[config.mk]
export PLATFORM = sky130hd
export DESIGN_NAME = cf_presence_ctrl
export DESIGN_NICKNAME = d
export VERILOG_FILES = /design/src/rtl/cf_ctl_pkg.sv /design/src/rtl/cf_sync2.sv /design/src/rtl/cf_debounce.sv /design/src/rtl/cf_mode_reg.sv /design/src/rtl/cf_presence_ctrl.sv
export SDC_FILE = /design/constraint.sdc
export NUM_CORES = 1
export LEC_CHECK = 0
export CORE_MARGIN = 2
export CORE_UTILIZATION = 39
export DETAILED_ROUTE_END_ITERATION = 7
export HOLD_SLACK_MARGIN = 0.06
export PLACE_DENSITY_LB_ADDON = 0.3
export SYNTH_ARGS = -nofsm -noshare
export SYNTH_HDL_FRONTEND = slang
export SYNTH_SLANG_ARGS = --single-unit
[constraint.sdc]
create_clock -name clk -period 1.79 [get_ports clk]
set_input_delay 0.2685 -clock clk [delete_from_list [all_inputs] [get_ports clk]]
set_output_delay 0.2685 -clock clk [all_outputs]
set_load 0.03 [all_outputs]
[src/rtl/cf_ctl_pkg.sv]
package cf_ctl_pkg;
  localparam int REG_DW  = 32;
  localparam int STAT_WA = 0;
  localparam int MODE_WA = 3;

  // mode word bit positions
  localparam int MB_TYPE  = 2;
  localparam int MB_CRST  = 3;
  localparam int MB_HEN   = 4;
  localparam int MB_HIZ   = 5;
  localparam int MB_UDMA  = 8;
  localparam int MB_MWDMA = 9;
  localparam int MB_DRQ   = 11;

  localparam logic [REG_DW-1:0] MODE_WMASK = 32'h0000_1B3F;
  localparam logic [REG_DW-1:0] MODE_RST   = 32'h0000_0008;

  // synchroniser lane order
  localparam int SY_CD1  = 0;
  localparam int SY_CD2  = 1;
  localparam int SY_ACK  = 2;
  localparam int SY_RDY  = 3;
  localparam int SY_IORDY = 4;
  localparam int SY_IO16 = 5;
  localparam int SY_W    = 6;
endpackage

[src/rtl/cf_sync2.sv]
module cf_sync2 #(
  parameter int W = 1,
  parameter logic [W-1:0] RST_VAL = '0
) (
  input  logic         clk,
  input  logic         rst,
  input  logic [W-1:0] d,
  output logic [W-1:0] q
);
  logic [W-1:0] s1;

  for (genvar i = 0; i < W; i++) begin : g_lane
    always_ff @(posedge clk) begin
      if (rst) begin
        s1[i] <= RST_VAL[i];
        q[i]  <= RST_VAL[i];
      end else begin
        s1[i] <= d[i];
        q[i]  <= s1[i];
      end
    end
  end
endmodule

[src/rtl/cf_debounce.sv]
module cf_debounce #(
  parameter int DEBOUNCE = 16
) (
  input  logic clk,
  input  logic rst,
  input  logic cd1_s,
  input  logic cd2_s,
  output logic present,
  output logic evt
);
  localparam int CW = (DEBOUNCE < 2) ? 1 : $clog2(DEBOUNCE + 1);
  localparam logic [CW-1:0] LAST = CW'(DEBOUNCE - 1);

  logic [CW-1:0] cnt;
  logic          raw;

  // seated only when both active-low pins are low
  assign raw = ~cd1_s & ~cd2_s;

  always_ff @(posedge clk) begin
    if (rst) begin
      cnt     <= '0;
      present <= 1'b0;
      evt     <= 1'b0;
    end else begin
      evt <= 1'b0;
      if (raw == present) begin
        cnt <= '0;
      end else if (cnt == LAST) begin
        cnt     <= '0;
        present <= raw;
        evt     <= 1'b1;
      end else begin
        cnt <= cnt + 1'b1;
      end
    end
  end
endmodule

[src/rtl/cf_mode_reg.sv]
module cf_mode_reg
  import cf_ctl_pkg::*;
(
  input  logic              clk,
  input  logic              rst,
  input  logic              wr,
  input  logic [REG_DW-1:0] wdata,
  output logic [REG_DW-1:0] mode_q,
  output logic              soft_rst
);
  always_ff @(posedge clk) begin
    if (rst) begin
      mode_q   <= MODE_RST;
      soft_rst <= 1'b0;
    end else begin
      soft_rst <= 1'b0;
      if (wr) begin
        mode_q   <= wdata & MODE_WMASK;
        soft_rst <= wdata[MB_HEN] & ~mode_q[MB_HEN];
      end
    end
  end
endmodule

[src/rtl/cf_presence_ctrl.sv]
module cf_presence_ctrl
  import cf_ctl_pkg::*;
#(
  parameter int ADDR_W   = 4,
  parameter int DEBOUNCE = 16
) (
  input  logic              clk,
  input  logic              rst,
  input  logic              reg_wr,
  input  logic              reg_rd,
  input  logic [ADDR_W-1:0] reg_addr,
  input  logic [REG_DW-1:0] reg_wdata,
  output logic [REG_DW-1:0] reg_rdata,
  input  logic              cd1_n,
  input  logic              cd2_n,
  input  logic              card_ack,
  input  logic              card_rdy,
  input  logic              card_iordy,
  input  logic              card_io16,
  output logic              card_present,
  output logic              detect_evt,
  output logic              card_rst,
  output logic              card_hiz,
  output logic              host_en,
  output logic              dp_soft_rst,
  output logic [1:0]        mode_sel,
  output logic              card_plus,
  output logic              udma_en,
  output logic              mwdma_en,
  output logic [1:0]        drq_size
);
  localparam logic [ADDR_W-1:0] A_STAT = ADDR_W'(STAT_WA);
  localparam logic [ADDR_W-1:0] A_MODE = ADDR_W'(MODE_WA);
  localparam logic [SY_W-1:0]   SY_RST = SY_W'(3);

  logic [SY_W-1:0]   pins_s;
  logic [REG_DW-1:0] mode_q;
  logic [REG_DW-1:0] status_w;
  logic              chg_q;
  logic              wr_mode;
  logic              wr_stat;

  assign wr_mode = reg_wr && (reg_addr == A_MODE);
  assign wr_stat = reg_wr && (reg_addr == A_STAT);

  cf_sync2 #(.W(SY_W), .RST_VAL(SY_RST)) u_sync (
    .clk (clk),
    .rst (rst),
    .d   ({card_io16, card_iordy, card_rdy, card_ack, cd2_n, cd1_n}),
    .q   (pins_s)
  );

  cf_debounce #(.DEBOUNCE(DEBOUNCE)) u_deb (
    .clk     (clk),
    .rst     (rst),
    .cd1_s   (pins_s[SY_CD1]),
    .cd2_s   (pins_s[SY_CD2]),
    .present (card_present),
    .evt     (detect_evt)
  );

  cf_mode_reg u_mode (
    .clk      (clk),
    .rst      (rst),
    .wr       (wr_mode),
    .wdata    (reg_wdata),
    .mode_q   (mode_q),
    .soft_rst (dp_soft_rst)
  );

  // sticky presence-change flag; a new event wins over a clear
  always_ff @(posedge clk) begin
    if (rst)                           chg_q <= 1'b0;
    else if (detect_evt)               chg_q <= 1'b1;
    else if (wr_stat && reg_wdata[0])  chg_q <= 1'b0;
  end

  assign status_w = {23'd0, card_present, pins_s[SY_IO16], pins_s[SY_IORDY],
                     pins_s[SY_RDY], pins_s[SY_ACK], pins_s[SY_CD2],
                     pins_s[SY_CD1], 1'b0, chg_q};

  always_ff @(posedge clk) begin
    if (rst) begin
      reg_rdata <= '0;
    end else if (reg_rd) begin
      case (reg_addr)
        A_STAT:  reg_rdata <= status_w;
        A_MODE:  reg_rdata <= mode_q;
        default: reg_rdata <= '0;
      endcase
    end
  end

  assign mode_sel  = mode_q[1:0];
  assign card_plus = mode_q[MB_TYPE];
  assign card_rst  = mode_q[MB_CRST];
  assign host_en   = mode_q[MB_HEN];
  assign card_hiz  = mode_q[MB_HIZ];
  assign udma_en   = mode_q[MB_UDMA];
  assign mwdma_en  = mode_q[MB_MWDMA];
  assign drq_size  = mode_q[MB_DRQ+1:MB_DRQ];
endmodule

==> impl_table.tex <==
\begin{tabular}{lr}
\hline
Metric & Value \\
\hline
\multicolumn{2}{l}{\textbf{Run status}} \\
Result of the run & finished, final reports clean \\
\multicolumn{2}{l}{\textbf{Clocking}} \\
Number of buffers created by CTS & 5 \\
Clock latency reported for the late side of the worst-skew pair & 0.29 ns \\
Count of hold buffers inserted by post-cts repair & 0 \\
Post\_cts resized & 0 \\
Clock Sink Count & 43 \\
Post-CTS setup buffer count & 0 \\
Clock-pin slew on the worst setup and hold paths & 0.09 ns \\
CTS tree & done \\
H-tree depth & 2 \\
Root buf cell & sky130\_fd\_sc\_hd\_\_clkbuf\_8 \\
Maximum clock path buffer count & 2 \\
\multicolumn{2}{l}{\textbf{Worst hold path}} \\
Terminating pin of the worst hold path & u\_sync.q[1] \\
Worst Hold Class & flop to flop \\
Worst Min Path Start & u\_sync.s1[1] \\
Worst hold path depth & 1 \\
\multicolumn{2}{l}{\textbf{Finish}} \\
Non-filler cells, final & 285 \\
Count of nets after finishing & 280 \\
Area taken by multi-input logic gates & 777 um\^{}2 \\
Post-synthesis to final-layout area growth & 33.8\% \\
Diode count & 0 \\
Layout cells sized above 1 & 0.129 \\
Non-Filler Cell Area, Final & 2360 um\^{}2 \\
Most frequent cells in the layout & sky130\_fd\_sc\_hd\_\_clkdlybuf4s50\_1, sky130\_fd\_sc\_hd\_\_dfxtp\_1, sky130\_fd\_sc\_hd\_\_conb\_1 \\
Filler cell count in the final layout & 409 \\
Most frequent standard cell in the layout excluding fill and tap cells & sky130\_fd\_sc\_hd\_\_clkdlybuf4s50\_1 \\
Seq. cell area & 861 um\^{}2 \\
Share of the core filled with cells & 0.543 \\
\multicolumn{2}{l}{\textbf{Drt}} \\
Total DRC errors in the routed layout & 0 \\
Total Routed Length & 3520 um \\
Iter 0 DRT Violations & 68 \\
Vias & 1,335 \\
Via-to-Cell Ratio & 4.68 \\
Number of nets still failing antenna checks after routing & 0 \\
Routed wire per std cell & 12.3 um \\
Number of iterations in the first detailed-routing pass & 4 \\
\multicolumn{2}{l}{\textbf{Flow run}} \\
Max cap viols & 0 \\
\multicolumn{2}{l}{\textbf{Die}} \\
Y dimension of the die & 71.3 um \\
Total die area & 5080 um\^{}2 \\
Initial core utilization & 0.405 \\
Ports placed on the boundary & 91 \\
Area inside the core boundary & 4350 um\^{}2 \\
Standard-cell row count & 24 \\
Die extent in x & 71.3 um \\
\multicolumn{2}{l}{\textbf{Power and ir drop}} \\
Leak & 0.887 nW \\
Power Density & 758 nW/um\^{}2 \\
Sum of internal, switching and leakage power & 1.79 mW \\
Peak supply drop & 0.499 mV \\
\multicolumn{2}{l}{\textbf{Critical path}} \\
Endpoint class of the critical path & primary output \\
Buffer and inverter count on the worst path & 1 \\
Crit-path cells & clkdlybuf4s50\_1 \\
CP Data Required Time & 1.52 ns \\
Capture point of the worst reg-to-reg path & u\_deb.cnt[2] \\
Maximum single-stage delay on the critical path & 0.70 ns \\
Worst reg-to-reg path cell count & 5 \\
Element type at the critical path start & flop \\
Gate family responsible for the most delay along the worst path & buffers and inverters \\
Critical-path cell with the highest stage delay & sky130\_fd\_sc\_hd\_\_clkdlybuf4s50\_1 \\
Worst EP arrival & 1.39 ns \\
Worst reg2reg setup slack & 0.34 ns \\
Worst setup path class & flop to primary output \\
Critical R2R Launch & u\_deb.cnt[0] \\
Maximum net fanout on the critical path & 5 \\
\multicolumn{2}{l}{\textbf{Yosys}} \\
Count of warnings emitted by yosys & 0 \\
Post-Syn Instances & 177 \\
EDFF count, synth & 0 \\
Post-synthesis async set-or-reset flop share & 0 \\
Leading register cell type out of synthesis & sky130\_fd\_sc\_hd\_\_dfxtp\_1 \\
Synth cell types & 35 \\
Synthesized area per cell & 9.97 um\^{}2 \\
Flip-flop and latch count after synthesis & 43 \\
Post-synthesis sequential area ratio & 0.488 \\
Syn Std Cell Area & 1770 um\^{}2 \\
\multicolumn{2}{l}{\textbf{STA}} \\
Setup TNS & 0 ns \\
Period utilisation layout & 0.927 \\
Final setup viols & 0 \\
Slew Viols, Final & 0 \\
Clk\_skew & 0.00476 ns \\
Final hold slack & 0.418 ns \\
Final Hold Fails & 0 \\
Worst-case setup margin in the final layout & 0.130 ns \\
RSZ-0062 raised after global routing & no \\
Max Fclk & 602 MHz \\
Final worst path period need & 1.66 ns \\
\multicolumn{2}{l}{\textbf{Placement}} \\
HPWL after detailed placement & 2650 um \\
Worst setup slack after placement & -0.0148 ns \\
Input/output buffers & 48 \\
Number of cells in the design after placement & 277 \\
Gp weighted congestion & 0.707 \\
Placed Instance Area & 2270 um\^{}2 \\
\multicolumn{2}{l}{\textbf{Global route}} \\
Wire length of the first global-routing pass & 5400 um \\
Antenna violations before repair & 0 \\
Vias in the first global route & 1,166 \\
Remaining Overflow, GRT & 0 \\
Maximum number of pins on one net before global-route repair & 23 \\
Tot GR Track Use & 0.136 \\
\hline
\end{tabular}
-- power by group --
part           switching (mW)  total [mW]  internal [mW]
Combinational           0.111       0.194         0.0832
Sequential            0.00695       0.980          0.973
Clock                   0.339       0.618          0.279
Total                   0.457        1.79           1.33
-- cells by family after synthesis --
logic type,synth area share
simple gates,0.269
xor+xnor,0.00992
compound gates,0.0985
buf+inv,0.113
fa+ha+maj,0.0142
mux,0.00567
other cells,0.00212
flops,0.488
-- how the worst max path moves through the flow --
stage	cells after the start	start	endpoint
after floorplan	5	u_deb.cnt[0]	u_deb.cnt[2]
after global placement	4	reg_addr[0]	u_mode.mode_q[5]
after detailed placement	4	reg_addr[0]	u_mode.mode_q[8]
after CTS	1	u_deb.present	card_present
after global routing	1	u_deb.present	card_present
final	1	u_deb.present	card_present
-- final cells by class --
cell class | count | share of cell area
clock buffers | 5 | 0.0291
clock inverters | 3 | 0.0101
inverters | 3 | 0.00477
multi-input cells | 121 | 0.329
flip-flops and latches | 43 | 0.364
well taps | 52 | 0.0275
repair buffers | 58 | 0.235
-- synthesized netlist by cell type (2+ instances only) --
| library cell | n | area (um^2) |
|---|---|---|
| sky130_fd_sc_hd__a21oi_1 | 7 | 35.0 |
| sky130_fd_sc_hd__a221o_1 | 6 | 60.1 |
| sky130_fd_sc_hd__and2_1 | 6 | 37.5 |
| sky130_fd_sc_hd__and3_1 | 3 | 18.8 |
| sky130_fd_sc_hd__buf_2 | 3 | 15.0 |
| sky130_fd_sc_hd__buf_4 | 20 | 150 |
| sky130_fd_sc_hd__clkbuf_1 | 6 | 22.5 |
| sky130_fd_sc_hd__dfxtp_1 | 43 | 861 |
| sky130_fd_sc_hd__ha_1 | 2 | 25.0 |
| sky130_fd_sc_hd__inv_1 | 3 | 11.3 |
| sky130_fd_sc_hd__nand2b_1 | 16 | 100 |
| sky130_fd_sc_hd__nand3_1 | 7 | 35.0 |
| sky130_fd_sc_hd__nand4b_1 | 8 | 70.1 |
| sky130_fd_sc_hd__nor2_1 | 5 | 18.8 |
| sky130_fd_sc_hd__nor2_2 | 3 | 18.8 |
| sky130_fd_sc_hd__nor2b_1 | 8 | 50.1 |
| sky130_fd_sc_hd__nor3_1 | 2 | 10.0 |
| sky130_fd_sc_hd__o21ai_0 | 9 | 45.0 |
| sky130_fd_sc_hd__or2_2 | 4 | 25.0 |
-- flip-flops by register name (all words and copies together), names as in the netlist --
signal,flops
u_sync.s1,6
chg_q,1
u_sync.q,6
u_deb.evt,1
reg_rdata,12
u_mode.soft_rst,1
u_mode.mode_q,10
u_deb.present,1
u_deb.cnt,5
-- routing by layer --
| layer | vias up | wire, um | track usage |
|---|---|---|---|
| met5 | - | 0 | 0 |
| met2 | 47 | 1630 | 0.220 |
| li1 | 676 | - | - |
| met1 | 610 | 1650 | 0.178 |
| met4 | 0 | 9 | 0.0503 |
| met3 | 2 | 228 | 0.0295 |
(Power assumes the default switching activity.)
